$ cat src/rtl/crv_pkg.sv
package crv_pkg;
  localparam int unsigned CRV_XLEN  = 64;
  localparam int unsigned CRV_IDX_W = 4;
  localparam int unsigned CRV_CPL_W = 2;

  typedef enum logic [1:0] {
    FLT_NONE = 2'd0,
    FLT_UD   = 2'd1,
    FLT_GP   = 2'd2
  } crv_fault_e;

  localparam logic [CRV_XLEN-1:0] CR0_WRITABLE = 64'h0000_0000_E005_003F;
  localparam logic [CRV_XLEN-1:0] CR3_WRITABLE = 64'h000F_FFFF_FFFF_F018;
  localparam logic [CRV_XLEN-1:0] CR4_WRITABLE = 64'h0000_0000_0000_07FF;
  localparam logic [CRV_XLEN-1:0] CR8_WRITABLE = 64'h0000_0000_0000_000F;
  localparam logic [CRV_XLEN-1:0] CR0_RESET    = 64'h0000_0000_6000_0010;

  localparam int unsigned B_PE  = 0;
  localparam int unsigned B_NW  = 29;
  localparam int unsigned B_CD  = 30;
  localparam int unsigned B_PG  = 31;
  localparam int unsigned B_PAE = 5;
endpackage

$ cat src/rtl/crv_decode.sv
module crv_decode
  import crv_pkg::*;
#(
  parameter int unsigned IDX_W = CRV_IDX_W
) (
  input  logic [IDX_W-1:0] idx,
  input  logic             lock,
  input  logic             mode64,
  input  logic             alias_cap,
  output logic [IDX_W-1:0] eff_idx,
  output logic             ud
);
  localparam logic [IDX_W-1:0] ALIAS_IDX = IDX_W'(8);

  logic is_alias;
  logic bad_lock;
  logic legal;

  always_comb begin
    is_alias = lock && !mode64 && (idx == '0);
    bad_lock = lock && !is_alias;
    eff_idx  = is_alias ? ALIAS_IDX : idx;
    legal    = (eff_idx == IDX_W'(0)) || (eff_idx == IDX_W'(2)) ||
               (eff_idx == IDX_W'(3)) || (eff_idx == IDX_W'(4)) ||
               (eff_idx == ALIAS_IDX);
    ud       = bad_lock || (is_alias && !alias_cap) || !legal;
  end
endmodule

$ cat src/rtl/crv_rules.sv
module crv_rules
  import crv_pkg::*;
#(
  parameter int unsigned DATA_W = CRV_XLEN,
  parameter int unsigned IDX_W  = CRV_IDX_W,
  parameter int unsigned CPL_W  = CRV_CPL_W
) (
  input  logic [IDX_W-1:0]  eff_idx,
  input  logic              wr,
  input  logic [DATA_W-1:0] wdata,
  input  logic [CPL_W-1:0]  cpl,
  input  logic              pae_now,
  input  logic              lme,
  input  logic              lma,
  output logic              gp
);
  logic rsv_hit;
  logic cr0_bad;
  logic cr4_bad;

  always_comb begin
    unique case (eff_idx)
      IDX_W'(0): rsv_hit = |(wdata & ~DATA_W'(CR0_WRITABLE));
      IDX_W'(3): rsv_hit = |(wdata & ~DATA_W'(CR3_WRITABLE));
      IDX_W'(4): rsv_hit = |(wdata & ~DATA_W'(CR4_WRITABLE));
      IDX_W'(8): rsv_hit = |(wdata & ~DATA_W'(CR8_WRITABLE));
      default:   rsv_hit = 1'b0;
    endcase
    cr0_bad = (eff_idx == IDX_W'(0)) &&
              ((wdata[B_PG] && !wdata[B_PE]) ||
               (!wdata[B_CD] && wdata[B_NW]) ||
               (wdata[B_PG] && lme && !pae_now));
    cr4_bad = (eff_idx == IDX_W'(4)) && !wdata[B_PAE] && lma;
    gp      = (cpl != '0) || (wr && (rsv_hit || cr0_bad || cr4_bad));
  end
endmodule

$ cat src/rtl/crv_regs.sv
module crv_regs
  import crv_pkg::*;
#(
  parameter int unsigned DATA_W = CRV_XLEN,
  parameter int unsigned IDX_W  = CRV_IDX_W
) (
  input  logic              clk,
  input  logic              rst_n,
  input  logic              wr_en,
  input  logic [IDX_W-1:0]  wr_idx,
  input  logic [DATA_W-1:0] wr_data,
  output logic [DATA_W-1:0] cr0,
  output logic [DATA_W-1:0] cr3,
  output logic [DATA_W-1:0] cr4,
  output logic [DATA_W-1:0] cr8
);
  logic [DATA_W-1:0] cr0_d, cr3_d, cr4_d, cr8_d;

  always_comb begin
    cr0_d = cr0;
    cr3_d = cr3;
    cr4_d = cr4;
    cr8_d = cr8;
    if (wr_en) begin
      unique case (wr_idx)
        IDX_W'(0): cr0_d = wr_data;
        IDX_W'(3): cr3_d = wr_data;
        IDX_W'(4): cr4_d = wr_data;
        IDX_W'(8): cr8_d = wr_data;
        default: ;
      endcase
    end
  end

  always_ff @(posedge clk or negedge rst_n) begin
    if (!rst_n) begin
      cr0 <= DATA_W'(CR0_RESET);
      cr3 <= '0;
      cr4 <= '0;
      cr8 <= '0;
    end else if (wr_en) begin
      cr0 <= cr0_d;
      cr3 <= cr3_d;
      cr4 <= cr4_d;
      cr8 <= cr8_d;
    end
  end

  assert_pg_needs_pe_R6: assert property (@(posedge clk) disable iff (!rst_n)
    cr0[B_PG] |-> cr0[B_PE]);
  assert_nw_needs_cd_R7: assert property (@(posedge clk) disable iff (!rst_n)
    !cr0[B_CD] |-> !cr0[B_NW]);
endmodule

$ cat src/rtl/crv_top.sv
module crv_top
  import crv_pkg::*;
#(
  parameter int unsigned DATA_W = CRV_XLEN,
  parameter int unsigned IDX_W  = CRV_IDX_W,
  parameter int unsigned CPL_W  = CRV_CPL_W
) (
  input  logic              clk,
  input  logic              rst_n,
  input  logic              req_valid,
  input  logic              req_write,
  input  logic [IDX_W-1:0]  req_idx,
  input  logic [DATA_W-1:0] req_wdata,
  input  logic [CPL_W-1:0]  req_cpl,
  input  logic              mode64,
  input  logic              req_lock,
  input  logic              alias_cap,
  input  logic              efer_lme,
  input  logic              efer_lma,
  output logic              resp_valid,
  output logic              resp_allow,
  output logic [1:0]        resp_fault,
  output logic [IDX_W-1:0]  resp_idx,
  output logic [DATA_W-1:0] resp_rdata
);
  logic rst_meta, rst_q;

  always_ff @(posedge clk or negedge rst_n) begin
    if (!rst_n) begin
      rst_meta <= 1'b0;
      rst_q    <= 1'b0;
    end else begin
      rst_meta <= 1'b1;
      rst_q    <= rst_meta;
    end
  end

  logic [IDX_W-1:0]  eff_idx;
  logic              ud, gp;
  logic [DATA_W-1:0] cr0, cr3, cr4, cr8;

  crv_decode #(.IDX_W(IDX_W)) decode_i (
    .idx(req_idx), .lock(req_lock), .mode64(mode64), .alias_cap(alias_cap),
    .eff_idx(eff_idx), .ud(ud)
  );

  crv_rules #(.DATA_W(DATA_W), .IDX_W(IDX_W), .CPL_W(CPL_W)) rules_i (
    .eff_idx(eff_idx), .wr(req_write), .wdata(req_wdata), .cpl(req_cpl),
    .pae_now(cr4[B_PAE]), .lme(efer_lme), .lma(efer_lma), .gp(gp)
  );

  crv_fault_e        fault_d;
  logic              allow_d;
  logic              wr_en;
  logic [DATA_W-1:0] rdata_d;

  always_comb begin
    if (!req_valid)  fault_d = FLT_NONE;
    else if (ud)     fault_d = FLT_UD;
    else if (gp)     fault_d = FLT_GP;
    else             fault_d = FLT_NONE;
    allow_d = req_valid && (fault_d == FLT_NONE);
    wr_en   = allow_d && req_write;
    rdata_d = '0;
    if (allow_d && !req_write) begin
      unique case (eff_idx)
        IDX_W'(0): rdata_d = cr0;
        IDX_W'(3): rdata_d = cr3;
        IDX_W'(4): rdata_d = cr4;
        IDX_W'(8): rdata_d = cr8;
        default:   rdata_d = '0;
      endcase
    end
  end

  crv_regs #(.DATA_W(DATA_W), .IDX_W(IDX_W)) regs_i (
    .clk(clk), .rst_n(rst_q), .wr_en(wr_en), .wr_idx(eff_idx),
    .wr_data(req_wdata), .cr0(cr0), .cr3(cr3), .cr4(cr4), .cr8(cr8)
  );

  always_ff @(posedge clk or negedge rst_q) begin
    if (!rst_q) begin
      resp_valid <= 1'b0;
      resp_allow <= 1'b0;
      resp_fault <= FLT_NONE;
      resp_idx   <= '0;
      resp_rdata <= '0;
    end else begin
      resp_valid <= req_valid;
      resp_allow <= allow_d;
      resp_fault <= fault_d;
      resp_idx   <= req_valid ? eff_idx : '0;
      resp_rdata <= rdata_d;
    end
  end

  assert_quiet_when_idle_R1: assert property (@(posedge clk) disable iff (!rst_q)
    !resp_valid |-> (!resp_allow && resp_fault == 2'd0));
  assert_bad_index_ud_R2: assert property (@(posedge clk) disable iff (!rst_q)
    (req_valid && !req_lock && !(req_idx inside {4'd0, 4'd2, 4'd3, 4'd4, 4'd8}))
    |=> (resp_fault == 2'd1));
  assert_nonzero_cpl_faults_R4: assert property (@(posedge clk) disable iff (!rst_q)
    (req_valid && req_cpl != '0) |=> (!resp_allow && resp_fault != 2'd0));
  assert_reject_holds_regs_R11: assert property (@(posedge clk) disable iff (!rst_q)
    (resp_valid && !resp_allow) |->
      ({cr0, cr3, cr4, cr8} == $past({cr0, cr3, cr4, cr8})));
endmodule

$ cat config.mk
export PLATFORM = sky130hd
export DESIGN_NAME = crv_top
export DESIGN_NICKNAME = d
export VERILOG_FILES = /design/src/rtl/crv_pkg.sv /design/src/rtl/crv_decode.sv /design/src/rtl/crv_rules.sv /design/src/rtl/crv_regs.sv /design/src/rtl/crv_top.sv
export SDC_FILE = /design/constraint.sdc
export NUM_CORES = 1
export LEC_CHECK = 0
export CORE_MARGIN = 1.5
export CORE_UTILIZATION = 38
export CTS_BUF_LIST = sky130_fd_sc_hd__clkbuf_8
export DETAILED_ROUTE_END_ITERATION = 7
export DONT_BUFFER_PORTS = 1
export SLEW_MARGIN = 20
export SYNTH_ARGS = -nofsm -noshare
export SYNTH_HDL_FRONTEND = slang
export SYNTH_HIERARCHICAL = 1
export SYNTH_SLANG_ARGS = --single-unit
$ cat constraint.sdc
create_clock -name clk -period 11.9 [get_ports clk]
set_input_delay 0.595 -clock clk [delete_from_list [all_inputs] [get_ports clk]]
set_output_delay 0.595 -clock clk [all_outputs]
set_load 0.05 [all_outputs]
# After elaboration in Yosys (flattened, before gate mapping)
# Index checks and enable logic that the tools add are counted.
# W data, S select, Z words.
# word_totals
word_cells	70
out_inout_bits	72
reg_bits	330
# classes
reduce_logical	47
mux	8
n_eq_ne	4
# op_table
op	n
$pmux W64 S4	1
$reduce_or A53 Y1	2
$mux W64	1
$reduce_or A60 Y1	1
$reduce_or A22 Y1	1
$logic_and A1 B1 Y1	15
$logic_or A1 B1 Y1	11
$logic_not A1 Y1	9
$eq A4 B2 Y1 const B	2
$logic_not A4 Y1	2
$mux W4	2
$reduce_and A2 Y1	4
$mux W2	3
$eq A4 B3 Y1 const B	1
$eq A4 B4 Y1 const B	1
$pmux W1 S4	1
$logic_not A2 Y1	1
$reduce_bool A2 Y1	1

# Longest topological paths before layout
# Gate-level depths: netlist of the first run.
# logic_depth
word_depth	17
depth_mapped	14
ltp_nobuf	12

# Modules after synthesis
# Netlist of the first run, hierarchy kept.
# modules_own_cells
module	seq_area_each_um2	cells_each	area_per_inst_um2	n_inst
crv_regs	6409.9	545	9944.5	1
crv_top	1851.8	611	5245.0	1
crv_rules	0.0	42	274.0	1
crv_decode	0.0	10	72.6	1

# Worst setup path before layout of the first run
# OpenSTA, ideal clock, no wires.
# synth_path
path_type	input -> register
from	in req_wdata[16]
to	reg regs_i.cr3[10]
slack_ns	8.737
cell_stages	11
path_buffers	2
setup_time_ns	0.125
arrival_time_ns	3.038
cell_sequence	or4_4 o41ai_2 a31oi_1 a21o_1 nor3b_2 and2_1 nor2b_4 and4b_1 buf_6 buf_12 mux2_4
# synth_between
elab_chain_cells	13
# synth_rtl
item	line_no	text
from (decl)	crv_top.sv:13	input logic [DATA_W-1:0] req_wdata,
$reduce_or A60 Y1 or $reduce_or A53 Y1 (tied branches)	crv_rules.sv:26, crv_rules.sv:25	
$pmux W1 S4 *	crv_rules.sv:22	unique case (eff_idx)
$logic_or A1 B1 Y1 * (2 in series)	crv_rules.sv:34	gp = (cpl != '0) || (wr && (rsv_hit || cr0_bad || cr4_bad));
$logic_and A1 B1 Y1 *	crv_rules.sv:34	
$logic_or A1 B1 Y1 *	crv_rules.sv:34	
net gp	crv_top.sv:39	logic ud, gp;
$mux W2 *	crv_top.sv:60	else if (gp) fault_d = FLT_GP;
$mux W2 *	crv_top.sv:59	else if (ud) fault_d = FLT_UD;
$mux W2 *	crv_top.sv:58	if (!req_valid) fault_d = FLT_NONE;
$logic_not A2 Y1 *	crv_top.sv:62	allow_d = req_valid && (fault_d == FLT_NONE);
$logic_and A1 B1 Y1 *	crv_top.sv:62	
net allow_d	crv_top.sv:53	logic allow_d;
$logic_and A1 B1 Y1 *	crv_top.sv:63	wr_en = allow_d && req_write;
net wr_en	crv_top.sv:54	logic wr_en;
$reduce_and A2 Y1 (no line) *	n/a	
to (signal assigned)	crv_regs.sv:43	cr3 <= cr3_d;
to (decl)	crv_regs.sv:13	output logic [DATA_W-1:0] cr3,
# Mark *: on every way through the listed nets, which the timed path passes. The rest lies on a longest branch.
# A chain may end at the register's enable or synchronous reset.

# Worst setup path after layout of the first run
# layout_path
from	in req_wdata[7]
to	reg regs_i.cr3[63]
# layout_between
elab_chain_cells	13
# layout_rtl
item	line_no	text
$reduce_or A60 Y1, or another cell as far along	crv_rules.sv:26	IDX_W'(8): rsv_hit = |(wdata & ~DATA_W'(CR8_WRITABLE));
$pmux W1 S4 *	crv_rules.sv:22	
$logic_or A1 B1 Y1 * (2 in series)	crv_rules.sv:34	
$logic_and A1 B1 Y1 *	crv_rules.sv:34	
$logic_or A1 B1 Y1 *	crv_rules.sv:34	
net gp	crv_top.sv:39	
$mux W2 *	crv_top.sv:60	
$mux W2 *	crv_top.sv:59	
$mux W2 *	crv_top.sv:58	
$logic_not A2 Y1 *	crv_top.sv:62	
$logic_and A1 B1 Y1 *	crv_top.sv:62	
net allow_d	crv_top.sv:53	
$logic_and A1 B1 Y1 *	crv_top.sv:63	
net wr_en	crv_top.sv:54	
$reduce_and A2 Y1 (no line) *	n/a	
# Marks and branches as above.

==> impl_metrics.csv, run 1 <==
group,metric,value,unit
pwr,ir_drop,0.00008670,V
drt,wl_met3,2.239,mm
floorplan,die_h,205.2,um
drt,ant_nets,0,
worst_setup_path,critical_path_class,"input port to register",
drt,viasPerCell,5.505,
job,cap_viol_max_count,0,
synth,synth_area,15540,um2
min_path,hold_depth,1,
timing,postLayoutSetupSlackWorst,7.571,ns
layout,layout.nets,1254,
layout,area_growth,8.867,%
worst_setup_path,critPathCaptureType,"register",
worst_setup_path,crit_fanout,40,
synth,synthFlopType,"dfrtp_1",
worst_setup_path,crit_slowest_cell,"buf_4",
drt,first_iter_violations,586,
placed_design,io_buffers,0,
clocking,cts-resized-gates,0,
clocking,postCtsSetupRepairBufs,0,
worst_setup_path,worstPathArrival,4.83,ns
timing,slew_headroom,0.2854,
clocking,numCtsBuffers,56,
timing,setup_tns,0,ns
layout,antennaDiodeCount,0,
worst_setup_path,reg2reg_depth,10,
timing,worst_pin_slew,1.067,ns
timing,grt_setup_unrepaired,"false",
floorplan,fp.dieArea,42110,um2
clocking,cts_tree,"yes",
drt,drc,0,
global_routing,grt_pass1_vias,9902,
drt,first_pass_iters,6,
layout,drive_gt1_frac,0.2847,
synth,synth_nets,1287,
timing,finalMaxSlewViolations,0,
timing,post-route-period-util,0.3638,
min_path,min_delay_worst_endpoint,"regs_i/cr8[32]",
global_routing,grt_pass1_wl,60.53,mm
floorplan,core,40010,um2
pwr,p_leak,0.008482,uW
placed_design,dp_hpwl,21.36,mm
outcome,status,"complete, no violations",
synth,netlist_instances,1208,
clocking,cts-root-buf,"clkbuf_8",
synth,synth_seq_cells,330,
worst_setup_path,rr_endpoint,"regs_i/cr3[63]",
drt,dr_wl_met2,17.76,mm
worst_setup_path,crit_family,"simple AND/OR/NAND/NOR gates",
clocking,cts_buffer_depth,3,
timing,holdWs,0.09552,ns
placed_design,postPlaceCellArea,15640,um2
clocking,cts.sinks,330,
clocking,path_clk_slew,0.06,ns
floorplan,rows,73,
worst_setup_path,required,12.40,ns
clocking,insertion_delay,0.63,ns
timing,fmax,231.0,MHz
worst_setup_path,critical-path-max-stage-delay,0.82,ns
drt,wl_met1,18.18,mm
drt,wl_per_cell,22.34,um
timing,setup_viol_count_final,0,
timing,final-hold-violation-count,0,
floorplan,die_w,205.2,um
synth,yosysUniqueCellTypes,52,
timing,fin_skew,0.02716,ns
global_routing,grt_antenna_before_repair,0,
worst_setup_path,regToRegSetupSlack,7.88,ns
floorplan,ios,151,
clocking,ctsHoldBuffers,2,
worst_setup_path,critical_path_buf_inv_count,1,
floorplan,start_util,0.3883,
synth,async_reset_ff_frac,1.000,
drt,wirelength,38.96,mm
worst_setup_path,reg2reg_from,"regs_i/cr4[5]",
min_path,hold_class,"input port to register",
synth,synth_edf_count,0,
pwr,p_per_area,139.7,nW/um2
timing,finalCriticalPeriod,4.329,ns
synth,ys_warn_count,6,
min_path,min-delay-start,"req_wdata[32]",
drt,routed.top_layer,"met4",
worst_setup_path,critPathLaunchType,"input port",
global_routing,gr-total-overflow,0,
worst_setup_path,path_cells,"nor4_1 -> nand2_1 -> a2111oi_0 -> o31ai_1 -> a21o_1 -> nor3b_2 -> and2_1 -> nor2b_4 -> and4b_4 -> buf_4 -> mux2_2",
placed_design,gp_congestion,0.7453,
clocking,htree_levels,2,
placed_design,place_ws,6.970,ns
synth,synth_area_per_cell,12.86,um2
global_routing,grt_max_degree,145,
drt,vias,9601,
global_routing,grt_use_total,0.1879,
synth,synth-seq-area-share,0.5318,
layout,final_area,16910,um2
[final cells by class]
class / count / area (um2)
fill: 3712 / 23090
sequential: 330 / 8265
multi-input combinational: 773 / 6631
clock buffer: 69 / 949.7
tap: 525 / 656.9
clock inverter: 33 / 295.3
timing repair buffer: 12 / 107.6
inverter: 2 / 7.507
[Yosys cell counts (6+ instances only)]
master	count	area [um2]
mux2_2	174	1959
and3b_1	129	1130
dfrtp_1	327	8183
o21ai_0	101	505.5
mux2_4	60	900.9
mux2_1	22	247.7
nor4_1	13	81.33
buf_6	6	67.56
buf_2	28	140.1
nor3b_1	64	480.5
buf_12	11	220.2
and2_1	6	37.54
o21ai_1	28	140.1
clkbuf_1	53	198.9
a21oi_1	65	325.3
and3_1	64	400.4
[sequential cells by signal (all words and copies together) (netlist names), 2 cells and up]
name	flops
resp_rdata	64
regs_i/cr3	64
regs_i/cr0	64
resp_idx	4
regs_i/cr4	64
regs_i/cr8	64
resp_fault	2
[cell families (layout without fill, tap and decap cells)]
logic type,count (synthesis),after routing,share of synthesized area
AOI/OAI and AO/OA,206,206,0.06934
buffers and inverters,105,116,0.04437
DFF,330,330,0.5318
muxes,256,256,0.2000
other,1,1,0.0002414
and+or+nand+nor,310,310,0.1542
[how the worst max path moves through the flow]
stage / from / to / cells past startpoint
global route: req_wdata[7] / regs_i/cr3[63] / 11
global placement: req_wdata[48] / regs_i/cr3[63] / 11
floorplan: rst_q / regs_i/cr0[0] / 0
CTS: req_wdata[52] / regs_i/cr3[63] / 11
detailed placement: req_wdata[52] / regs_i/cr3[63] / 11
finish: req_wdata[7] / regs_i/cr3[63] / 11
[where the power goes]
| part | internal [uW] | switching (uW) | total, uW |
|---|---|---|---|
| Combinational | 32.5 | 44.9 | 77.4 |
| Sequential | 1140 | 17.5 | 1160 |
| Clock | 652 | 473 | 1130 |
[per-layer routing]
metal  vias to the layer above  global-route usage
met3                        54             0.04704
met4                         0             0.05970
met1                      5011              0.2565
met2                       198              0.2927
li1                       4338                   -
met5                         -                   0
[stage by stage]
stage	utilization	power (uW)	instances
3_3_place_gp	0.3908	1257	1640
2_1_floorplan	-	1251	1208
6_report	0.4228	2363	1744
3_5_place_dp	0.3909	1259	1640
5_1_grt	0.4228	2459	1744
4_1_cts	0.4226	2402	1744
[cells in the final DEF, fill, tap and decap left out, drive strengths merged]
master | netlist | final
dfstp | 3 | 3
o31ai | 2 | 2
clkinv | 0 | 8
o21ai | 129 | 129
nor4 | 14 | 14
nor3 | 6 | 6
dfrtp | 327 | 327
clkbuf | 54 | 69
inv | 2 | 21
nor2 | 5 | 5
mux2 | 256 | 256
nand3 | 3 | 3
nor3b | 65 | 65
a211oi | 2 | 2
and4b | 1 | 1
and3b | 129 | 129
nand3b | 2 | 2
o41ai | 1 | 1
or3 | 2 | 2
and3 | 65 | 65
buf | 49 | 10
o211ai | 1 | 1
bufinv | 0 | 6
a21o | 3 | 3
a2111oi | 2 | 2
nand4 | 1 | 1
nand2 | 5 | 5
conb | 1 | 1
and2 | 6 | 6
a31oi | 1 | 1
nor2b | 2 | 2
nor4b | 2 | 2
a21oi | 65 | 65
dlygate4sd3 | 0 | 2
and4bb | 1 | 1
or4 | 1 | 1
[worst register-to-register path, stage by stage (launching register included)]
cell       delay (ns)
dfrtp_1          0.35
o21ai_0          0.09
a2111oi_0        0.45
o31ai_1          0.11
a21o_1           0.19
nor3b_2          0.30
and2_1           0.21
nor2b_4          0.25
and4b_4          0.69
buf_4            0.83
mux2_2           0.44
Power figures use the tool's default switching activity.
==> run 2: changes to the inputs <==
clock period = 3.8 ns   (was 11.9 ns; I/O delays follow)
==> run 2 against run 1 <==
- cell count grew 6.1%
- register-to-register slack lost 7.1 ns
- first-iteration DRC count shrank 29%
- critical path type is now register to register
- setup slack lost 6.8 ns
- clock power grew to 3.1 times the previous value
- sequential share of layout area shrank 3.2 points
- count of clock-buffer cells in the layout grew 11
- global-route usage grew 2.2 points
- sequential cell count is the same
- clock skew shrank 0.012 ns
==> impl_metrics.csv, run 2 (synthesis results as in run 1) <==
group,metric,value,unit
pwr,p_leak,0.009029,uW
global_routing,grt_pass1_vias,10910,
job,cap_viol_max_count,0,
worst_setup_path,path_cells,"o21ai_0 -> a2111oi_0 -> o31ai_1 -> a21o_1 -> nor3b_2 -> and2_1 -> nor2b_4 -> and4b_4 -> dlygate4sd3_1 -> mux2_4",
pwr,ir_drop,0.0003567,V
worst_setup_path,critical_path_class,"register to register",
timing,finalCriticalPeriod,3.035,ns
timing,slew_headroom,0.4373,
worst_setup_path,critPathLaunchType,"register",
global_routing,grt_use_total,0.2098,
clocking,insertion_delay,0.64,ns
worst_setup_path,regToRegSetupSlack,0.77,ns
drt,drc,0,
timing,worst_pin_slew,0.8421,ns
placed_design,io_buffers,0,
floorplan,die_w,205.2,um
min_path,hold_depth,3,
timing,setup_tns,0,ns
worst_setup_path,critical-path-max-stage-delay,0.62,ns
timing,postLayoutSetupSlackWorst,0.7654,ns
timing,fmax,329.5,MHz
floorplan,start_util,0.3883,
outcome,status,"complete, no violations",
layout,final_cell_mix,"326 x dfrtp_1, 174 x mux2_2, 129 x and3b_1",
clocking,cts_tree,"yes",
placed_design,dp_hpwl,22.85,mm
floorplan,ios,151,
timing,fin_skew,0.01560,ns
worst_setup_path,reg2reg_depth,10,
timing,finalMaxSlewViolations,0,
drt,vias,10210,
clocking,cts-root-buf,"clkbuf_8",
clocking,cts_buffer_depth,3,
min_path,hold_class,"input port to register",
drt,wl_per_cell,23.09,um
drt,wirelength,42.72,mm
worst_setup_path,required,4.32,ns
floorplan,die_h,205.2,um
drt,first_iter_violations,414,
timing,grt_setup_unrepaired,"false",
drt,ant_nets,0,
worst_setup_path,crit_fanout,6,
worst_setup_path,rr_endpoint,"regs_i/cr3[44]",
layout,fill_cells,3704,
layout,final_common_cell,"dfrtp_1",
layout,layout.nets,1353,
global_routing,grt_max_degree,131,
timing,post-route-period-util,0.7986,
clocking,cts.sinks,330,
floorplan,rows,73,
drt,first_pass_iters,4,
global_routing,gr-total-overflow,0,
worst_setup_path,critPathCaptureType,"register",
worst_setup_path,crit_slowest_cell,"dlygate4sd3_1",
clocking,numCtsBuffers,59,
timing,setup_viol_count_final,0,
clocking,path_clk_slew,0.06,ns
min_path,min_delay_worst_endpoint,"regs_i/cr4[10]",
global_routing,grt_antenna_before_repair,1,
timing,final-hold-violation-count,0,
clocking,cts-resized-gates,0,
worst_setup_path,reg2reg_from,"regs_i/cr4[5]",
min_path,min-delay-start,"req_idx[1]",
placed_design,gp_congestion,0.7373,
layout,area_growth,16.57,%
placed_design,place_ws,0.4381,ns
pwr,p_per_area,419.5,nW/um2
drt,viasPerCell,5.518,
global_routing,grt_pass1_wl,67.26,mm
floorplan,fp.dieArea,42110,um2
layout,drive_gt1_frac,0.2870,
worst_setup_path,worstPathArrival,3.56,ns
clocking,htree_levels,2,
floorplan,core,40010,um2
run 2: cell count changes in the layout (fill, tap and decap cells not counted), moves of 3 or more:
cell / before / now
inv_1: 21 / 18
clkinv_2: 7 / 12
clkbuf_8: 69 / 80
buf_16: 0 / 3
bufinv_16: 6 / 2
buf_4: 9 / 12
buf_12: 1 / 17
dlygate4sd3_1: 2 / 76
run 2: worst max-delay path by stage:
stage	startpoint	to	cells past startpoint
floorplan	rst_q	regs_i/cr0[0]	0
global placement	req_wdata[48]	regs_i/cr3[38]	12
detailed placement	req_wdata[48]	regs_i/cr4[49]	13
CTS	regs_i/cr4[5]	regs_i/cr3[31]	10
global route	regs_i/cr4[5]	regs_i/cr3[44]	10
finish	regs_i/cr4[5]	regs_i/cr3[44]	10
run 2: layer usage:
metal / part of all wire / GRT usage / up-vias
met2: 0.47 / 0.3328 / 241
met3: 0.054 / 0.04450 / 75
li1: - / - / 4551
met1: 0.45 / 0.2831 / 5342
met5: 0 / 0 / -
met4: 0.024 / 0.07508 / 0
run 2: critical path, delay by kind of cell, from the launching register on:
kind                   cells  cell delay (ns)
muxes                      1             0.30
buffers and inverters      1             0.62
DFF                        1             0.35
and+or+nand+nor            4             0.86
AOI/OAI and AO/OA          4             0.80
run 2: per-stage QoR:
step,power [uW],util,hold slack (ns),instance area [um2],std cells
2_1_floorplan,3916,-,-0.1056,15540,1208
5_1_grt,7914,0.4526,0.02580,18110,1849
3_3_place_gp,3950,0.3994,-0.1055,15980,1659
6_report,7597,0.4527,0.05212,18110,1850
4_1_cts,7719,0.4526,0.0005771,18110,1849
3_5_place_dp,3957,0.3994,-0.1055,15980,1659
run 2: what timing repair did:
action                                 in CTS  in global routing
buffers inserted                            0                  0
hold buffers                               79                  0
endpoints found under the hold margin     330                  0
run 2: final cells by class:
type | count | area [um2] | share of cell area
antenna | 1 | 2.502 | 0.0001382
sequential | 330 | 8265 | 0.4564
inverter | 2 | 7.507 | 0.0004145
timing repair buffer | 108 | 1274 | 0.07033
tap | 525 | 656.9 | 0.03627
multi-input combinational | 773 | 6616 | 0.3653
clock buffer | 80 | 1101 | 0.06079
clock inverter | 31 | 187.7 | 0.01036
run 2: where the power goes:
part / switching (uW) / internal (uW) / leakage [uW]
Clock: 1520 / 2010 / 0.000736
Sequential: 53.9 / 3580 / 0.00457
Combinational: 262 / 172 / 0.00372
Total: 1840 / 5760 / 0.00903
==> run 3: changes to the inputs <==
clock period = 2.4 ns   (was 3.8 ns; I/O delays follow)
==> run 3 against run 2 <==
- the run now ends with negative setup slack left
- count of clock-buffer cells in the layout decreased by 3
- clock power up 54%
- global-route usage increased by 0.92 points
- non-clock buffer count rose by 61
- combinational power is 70% higher
- maximum frequency grew 15%
- sequential cell count stayed put
- critical endpoint is now regs_i/cr3[45]
- largest cell class unchanged
==> impl_metrics.csv, run 3 (synthesis results as in run 1) <==
group,metric,value,unit
worst_setup_path,rr_endpoint,"regs_i/cr3[45]",
floorplan,fp.dieArea,42110,um2
drt,wl_per_cell,25.00,um
timing,finalCriticalPeriod,2.650,ns
worst_setup_path,worstPathArrival,3.15,ns
global_routing,grt_max_degree,130,
global_routing,grt_use_total,0.2190,
timing,worst_pin_slew,0.6321,ns
worst_setup_path,critPathCaptureType,"register",
layout,antennaDiodeCount,0,
clocking,cts-root-buf,"clkbuf_8",
floorplan,die_w,205.2,um
worst_setup_path,critical_path_class,"register to register",
floorplan,rows,73,
placed_design,gp_congestion,0.7319,
clocking,htree_levels,2,
clocking,numCtsBuffers,57,
global_routing,gr-total-overflow,0,
clocking,insertion_delay,0.65,ns
global_routing,grt_pass1_wl,69.33,mm
clocking,cts_buffer_depth,3,
timing,fmax,377.3,MHz
placed_design,io_buffers,0,
worst_setup_path,crit_fanout,8,
layout,layout.nets,1412,
timing,grt_setup_unrepaired,"true",
drt,first_iter_violations,633,
pwr,ir_drop,0.0004490,V
worst_setup_path,crit_start,"regs_i/cr4[5]",
global_routing,grt_pass1_vias,10920,
outcome,violations,"negative setup slack",
layout,fill_cells,3550,
clocking,cts_tree,"yes",
pwr,p_per_area,612.2,nW/um2
timing,finalMaxSlewViolations,0,
global_routing,grt_antenna_before_repair,4,
clocking,cts.sinks,330,
pwr,p_leak,0.009550,uW
layout,final_common_cell,"dfrtp_1",
worst_setup_path,reg2reg_depth,11,
job,cap_viol_max_count,0,
placed_design,place_inst,1671,
clocking,path_clk_slew,0.06,ns
drt,wirelength,47.48,mm
timing,setup_viol_count_final,256,
worst_setup_path,crit_end,"regs_i/cr3[45]",
placed_design,postPlaceCellArea,16350,um2
drt,viasPerCell,5.521,
layout,area_growth,25.35,%
timing,postLayoutSetupSlackWorst,-0.2501,ns
layout,drive_gt1_frac,0.3392,
min_path,hold_class,"input port to register",
worst_setup_path,reg2reg_from,"regs_i/cr4[5]",
worst_setup_path,critPathLaunchType,"register",
timing,slew_headroom,0.5786,
layout,final_util,0.4868,
timing,final-hold-violation-count,0,
outcome,status,"finished with violations",
layout,final_area,19470,um2
drt,first_pass_iters,6,
drt,ant_nets,0,
placed_design,dp_hpwl,22.98,mm
worst_setup_path,regToRegSetupSlack,-0.25,ns
drt,drc,0,
floorplan,ios,151,
drt,vias,10490,
timing,fin_skew,0.03354,ns
floorplan,die_h,205.2,um
timing,post-route-period-util,1.104,
floorplan,core,40010,um2
layout,instances_no_fill,1899,
floorplan,start_util,0.3883,
layout,final_cell_mix,"326 x dfrtp_1, 129 x and3b_1, 128 x mux2_2, 128 x mux2_4, 100 x o21ai_0",
worst_setup_path,required,2.90,ns
==> run 3: changes by cell type in the layout (fill, tap and decap cells not counted), sizes merged <==
| cell | before | now |
|---|---|---|
| diode | 1 | 0 |
| clkinv | 12 | 4 |
| dlygate4sd3 | 76 | 81 |
| buf | 32 | 76 |
| clkbuf | 80 | 89 |
==> run 3: timing repair <==
action / CTS / global route
pin swaps: 1 / 4
gates resized for setup: 35 / 26
buffers inserted: 25 / 3
cloned: 10 / 15
setup endpoints to repair: 256 / 320
endpoints found under the hold margin: 329 / 1
hold buffers: 83 / 1
==> run 3: how the worst min path moves through the flow <==
stage	start	to	slack, ns	depth (start not counted)
after floorplan	rst_n	rst_meta	-0.18	0
after global placement	rst_n	rst_meta	-0.18	0
after detailed placement	rst_n	rst_meta	-0.18	0
after CTS	req_idx[2]	regs_i/cr0[31]	0.007	4
after global routing	req_idx[0]	resp_rdata[22]	0.02	4
final	req_idx[0]	resp_rdata[22]	0.05	4
==> run 3: cell type report <==
type	count	area [um2]	share of cell area
timing repair buffer	169	2352	0.1208
tap	525	656.9	0.03373
inverter	2	7.507	0.0003855
multi-input combinational	773	6975	0.3582
sequential	330	8265	0.4244
clock inverter	23	157.7	0.008095
clock buffer	77	1060	0.05442
==> run 3: report_power, final <==
group | total, uW | internal [uW] | switching [uW]
Combinational | 739 | 311 | 427
Clock | 5430 | 3060 | 2380
Sequential | 5750 | 5670 | 85.7
Total | 11900 | 9030 | 2890
==> run 3: stage by stage <==
step           setup slack [ns]  TNS [ns]  power, uW  hold slack (ns)
4_1_cts                 -0.1681    -21.74      12100         0.007402
5_1_grt                 -0.3947    -78.26      12420          0.02085
3_5_place_dp            -0.6347   -129.49       6300          -0.1755
6_report                -0.2501    -39.34      11920          0.05065
2_1_floorplan           -0.8672   -315.70       6219          -0.1756
3_3_place_gp            -0.5438   -112.11       6291          -0.1755
==> run 3: per-layer routing <==
layer,global-route usage,part of all wire,up-vias
li1,-,-,4648
met1,0.3071,0.46,5492
met2,0.3392,0.46,272
met3,0.04736,0.055,71
met4,0.06517,0.021,2
met5,0,0.00032,-
==> run 3: worst max-delay path, cell delays in order (launching register included) <==
cell and delay (ns):
dfrtp_1 0.37, o21ai_2 0.08, a2111oi_4 0.31, o31ai_2 0.10
a21o_1 0.20, nor3b_2 0.21, and2_4 0.18, nor2b_4 0.13
and4b_4 0.31, buf_12 0.16, clkbuf_16 0.18, mux2_4 0.30
